## src/rtl/dmx_pkg.sv

```systemverilog
package dmx_pkg;
  // Exact full-adder sum bit
  function automatic logic fa_sum(input logic a, input logic b, input logic c);
    return a ^ b ^ c;
  endfunction

  // Exact full-adder carry bit (majority)
  function automatic logic fa_carry(input logic a, input logic b, input logic c);
    return (a & b) | (a & c) | (b & c);
  endfunction

  // Clamp a degree value to the datapath width
  function automatic int unsigned clamp_degree(input int unsigned k, input int unsigned w);
    return (k > w) ? w : k;
  endfunction
endpackage

```

## src/rtl/dmx_ctrl.sv

```systemverilog
module dmx_ctrl #(
  parameter int WIDTH = 32,
  parameter int KW    = $clog2(WIDTH + 1)
) (
  input  logic [KW-1:0]    degree_i,
  output logic [WIDTH-1:0] approx_o
);
  import dmx_pkg::*;

  logic [KW-1:0] k_sat;
  assign k_sat = KW'(clamp_degree(int'(degree_i), WIDTH));

  for (genvar i = 0; i < WIDTH; i++) begin : g_therm
    assign approx_o[i] = (k_sat > KW'(i));
  end

  // mask contiguous from bit 0 and of the saturated population
  always_comb begin
    p_therm_shape_r6: assert (((approx_o + 1'b1) & approx_o) == '0)
      else $error("mask not contiguous from bit 0");
    p_therm_count_r6: assert ($countones(approx_o) == clamp_degree(int'(degree_i), WIDTH))
      else $error("mask population mismatch");
  end
endmodule

```

## src/rtl/dmx_cell.sv

```systemverilog
module dmx_cell (
  input  logic a_i,
  input  logic b_i,
  input  logic cin_i,
  input  logic approx_i,
  output logic sum_o,
  output logic cout_o,
  output logic exact_en_o
);
  import dmx_pkg::*;

  logic ex_sum, ex_carry;

  // Exact path is enabled (not gated) only in exact mode
  assign exact_en_o = ~approx_i;
  assign ex_sum     = exact_en_o ? fa_sum(a_i, b_i, cin_i)   : 1'b0;
  assign ex_carry   = exact_en_o ? fa_carry(a_i, b_i, cin_i) : 1'b0;

  // Output mode multiplexers
  assign sum_o  = approx_i ? b_i : ex_sum;
  assign cout_o = approx_i ? a_i : ex_carry;
endmodule

```

## src/rtl/dmx_chain.sv

```systemverilog
module dmx_chain #(
  parameter int WIDTH = 32
) (
  input  logic [WIDTH-1:0] a_i,
  input  logic [WIDTH-1:0] b_i,
  input  logic             cin_i,
  input  logic [WIDTH-1:0] approx_i,
  output logic [WIDTH-1:0] sum_o,
  output logic             cout_o,
  output logic [WIDTH-1:0] exact_en_o
);
  logic [WIDTH:0] carry;
  assign carry[0] = cin_i;
  assign cout_o   = carry[WIDTH];

  for (genvar i = 0; i < WIDTH; i++) begin : g_cell
    dmx_cell u_cell (
      .a_i        (a_i[i]),
      .b_i        (b_i[i]),
      .cin_i      (carry[i]),
      .approx_i   (approx_i[i]),
      .sum_o      (sum_o[i]),
      .cout_o     (carry[i+1]),
      .exact_en_o (exact_en_o[i])
    );
  end

  // relations between controller mask, cell flags and ripple wires
  always_comb begin
    p_gate_flag_r8: assert (exact_en_o == ~approx_i)
      else $error("exact enable disagrees with mode mask");
    for (int i = 0; i < WIDTH; i++) begin
      if (approx_i[i]) begin
        p_pass_carry_r4: assert (carry[i+1] == a_i[i])
          else $error("approximate carry not taken from A");
        p_pass_sum_r3: assert (sum_o[i] == b_i[i])
          else $error("approximate sum not taken from B");
      end
    end
  end
endmodule

```

## src/rtl/dmx_addsub.sv

```systemverilog
module dmx_addsub #(
  parameter int WIDTH = 32,
  parameter int KW    = $clog2(WIDTH + 1)
) (
  input  logic [WIDTH-1:0] op_a_i,
  input  logic [WIDTH-1:0] op_b_i,
  input  logic             sub_i,
  input  logic [KW-1:0]    degree_i,
  output logic [WIDTH-1:0] result_o,
  output logic             carry_o,
  output logic [WIDTH-1:0] exact_en_o
);
  logic [WIDTH-1:0] b_eff;
  logic [WIDTH-1:0] approx_mask;

  assign b_eff = op_b_i ^ {WIDTH{sub_i}};

  dmx_ctrl #(.WIDTH(WIDTH), .KW(KW)) u_ctrl (
    .degree_i (degree_i),
    .approx_o (approx_mask)
  );

  dmx_chain #(.WIDTH(WIDTH)) u_chain (
    .a_i        (op_a_i),
    .b_i        (b_eff),
    .cin_i      (sub_i),
    .approx_i   (approx_mask),
    .sum_o      (result_o),
    .cout_o     (carry_o),
    .exact_en_o (exact_en_o)
  );

  // degree 0 reproduces exact two's-complement arithmetic
  always_comb begin
    if (degree_i == '0) begin
      p_exact_arith_r1: assert ({carry_o, result_o} ==
          ({1'b0, op_a_i} + {1'b0, op_b_i ^ {WIDTH{sub_i}}} + {{WIDTH{1'b0}}, sub_i}))
        else $error("degree 0 result not exact");
    end
    if (int'(degree_i) >= WIDTH) begin
      p_full_pass_r7: assert (result_o == (op_b_i ^ {WIDTH{sub_i}}))
        else $error("full approximation result wrong");
    end
  end
endmodule

```

## config.mk

```make
export PLATFORM = sky130hd
export DESIGN_NAME = dmx_addsub
export DESIGN_NICKNAME = d
export VERILOG_FILES = /design/src/rtl/dmx_pkg.sv /design/src/rtl/dmx_ctrl.sv /design/src/rtl/dmx_cell.sv /design/src/rtl/dmx_chain.sv /design/src/rtl/dmx_addsub.sv
export SDC_FILE = /design/constraint.sdc
export NUM_CORES = 1
export LEC_CHECK = 0
export BUFFER_PORTS_ARGS = -buffer_cell sky130_fd_sc_hd__buf_4
export CORE_AREA = 2 2 58 87
export DETAILED_ROUTE_END_ITERATION = 10
export DIE_AREA = 0 0 60 89
export GPL_TIMING_DRIVEN = 0
export PLACE_DENSITY = 0.95
export SETUP_SLACK_MARGIN = 0.05
export SLEW_MARGIN = 20
export SYNTH_ARGS = -nofsm -noshare
export SYNTH_HDL_FRONTEND = slang
export SYNTH_HIERARCHICAL = 1
export SYNTH_SLANG_ARGS = --single-unit
export TNS_END_PERCENT = 1
```

## constraint.sdc

```tcl
create_clock -name vclk -period 94
set_clock_uncertainty 0.2 [all_clocks]
set_input_delay 18.8 -clock vclk [all_inputs]
set_output_delay 18.8 -clock vclk [all_outputs]
set_load 0.05 [all_outputs]
```

==> impl_metrics.yaml <==
route:
  drcViolationCount: 0
  drt_iter0_markers: 24
  first_pass_iters: 4
  via_per_inst: 5.12
  final_antenna_net_count: 0
  avgRoutedWirePerCell_um: 15.1
  num_vias: 2177
  routed_wl_mm: 6.41
setup_path:
  crit_fanout: 10
  end_kind: "output port"
  worst_ep_arrival_time_ps: 40210
  critPathKind: "in -> out"
  cp_slowest_cell: "fa_1"
  cp-start-kind: "input port"
  critPathRequiredTime_ps: 75000
  slowest_delay_ps: 420
pwr:
  power.leakage_nw: 1.71
  intPower_mw: 0.0120
  switchingPower_mw: 0.0195
  clock_power_share: 0
  swShare: 0.620
  power_mw: 0.0314
  power_frac_seq: 0
  power_density_nw_per_um2: 9.60
  pwr-share-comb: 1.000
  irDropWorstVdd_uv: 7.12
final_layout:
  final_common_cell: "buf_4"
  final_cell_mix: "buf_4, mux2_2, inv_1, xor2_1, fa_1"
  regArea_sq_um: 0
  instances_no_fill: 425
  nNetsFinal: 466
  area_growth_syn_to_layout_pct: 49.6
  seq_cell_count: 0
  drive_gt1_frac: 0.587
  insertedDiodeCount: 0
  fin_util: 0.721
  stdcell_area_sq_um: 3270
  clock_buffers: 0
run_status:
  status: "completed"
synthesis:
  synthTopCellsByArea: "mux2_2, fa_1, xor2_1"
  syn_area_sq_um: 2190
  syn_inst: 227
  seq_area_frac_synth: 0
  synth_nets: 330
  ys_types: 26
  synth_area_leader_cell: "mux2_2"
  syn_avg_cell_area_sq_um: 9.64
  synth_top_area_share: 0.329
  ys_warn_count: 6
clock_tree:
  cts.repair.resized: 0
  cts-hold-fix-buffers: 0
  cts_setup_buffers: 0
sta:
  setup-violations-final: 0
  hold_violations: 0
  fin_crit_sh: 0.630
  timing.final.crit_period_ps: 59210
  max_freq_mhz: 16.9
  max_slew_margin: 0.655
  holdWs_ps: 37810
  setup_ws_ps: 34790
  rsz0062_at_grt: "no"
  fin_tns_setup_ps: 0
  worst_slew_pin_slew_ps: 511
  timing.final.max_slew_violations: 0
global_routing:
  grt_pass1_wl_mm: 10.0
  grt_usage: 0.237
  grt_max_degree: 11
  grt_pass1_vias: 2276
  overflow: 0
  antenna_found_initial: 0
floorplanning:
  start_util: 0.482
  die_y_um: 89
  ios: 136
  placementRows: 30
  die_x_um: 60
  core_sq_um: 4540
  die_area_sq_um: 5340
placed_design:
  io_buffers: 134
  dp_cells: 425
  placed_area_sq_um: 3270
  hpwlAfterDp_mm: 5.75
  dp_slack_ps: 34880
  gp_congestion: 0.848
job:
  cap_viol_max_count: 0
hold_path:
  min_path_type: "in -> out"
-- logic make-up after synthesis --
logic type	count (synthesis)	share of synthesized area
AO/OA/AOI/OAI	23	0.0686
XOR/XNOR	32	0.128
multiplexers	64	0.329
AND/OR/NAND/NOR	27	0.0652
adder cells (fa/ha/maj)	32	0.293
buffers and inverters	49	0.116
-- layer usage --
| metal | track usage | part of all wire |
|---|---|---|
| met1 | 0.241 | 0.32 |
| met2 | 0.493 | 0.60 |
| met3 | 0.0232 | 0.056 |
| met4 | 0.0485 | 0.020 |
| met5 | 0 | 0 |
-- Yosys cell counts (2+ instances only) --
cell	number
a21oi_1	2
xor2_1	32
buf_2	5
buf_12	3
o21ai_0	5
a21o_1	3
inv_1	37
nand3_1	3
fa_1	32
mux2_2	64
nand2_1	14
nor2_1	2
buf_4	2
o21ai_1	4
nand2b_1	4
o21bai_1	5
-- power groups by stage --
stage | sequential [mW] | combinational [mW] | clock, mW
floorplan | 0 | 0.0214 | 0
global placement | 0 | 0.0303 | 0
detailed placement | 0 | 0.0315 | 0
CTS | 0 | 0.0316 | 0
global route | 0 | 0.0335 | 0
finish | 0 | 0.0314 | 0
-- cell type report --
class | count | area (sq um)
multi-input cells | 178 | 1930
fillers | 344 | 1270
well taps | 64 | 80.1
inverters | 37 | 139
plain buffers | 12 | 115
repair buffers | 134 | 1010
-- worst paths after layout --
check                      start            to  cells past startpoint
worst min-delay path  op_a_i[31]       carry_o                      3
worst max-delay path       sub_i  result_o[31]                     69
-- worst max-delay path, delay by kind of cell --
family / cells / cell delay [ps]
fa+ha+maj: 32 / 11610
mux: 32 / 8990
xor+xnor: 1 / 190
buf+inv: 4 / 600
Note: power is estimated with default switching activity, not from simulation.
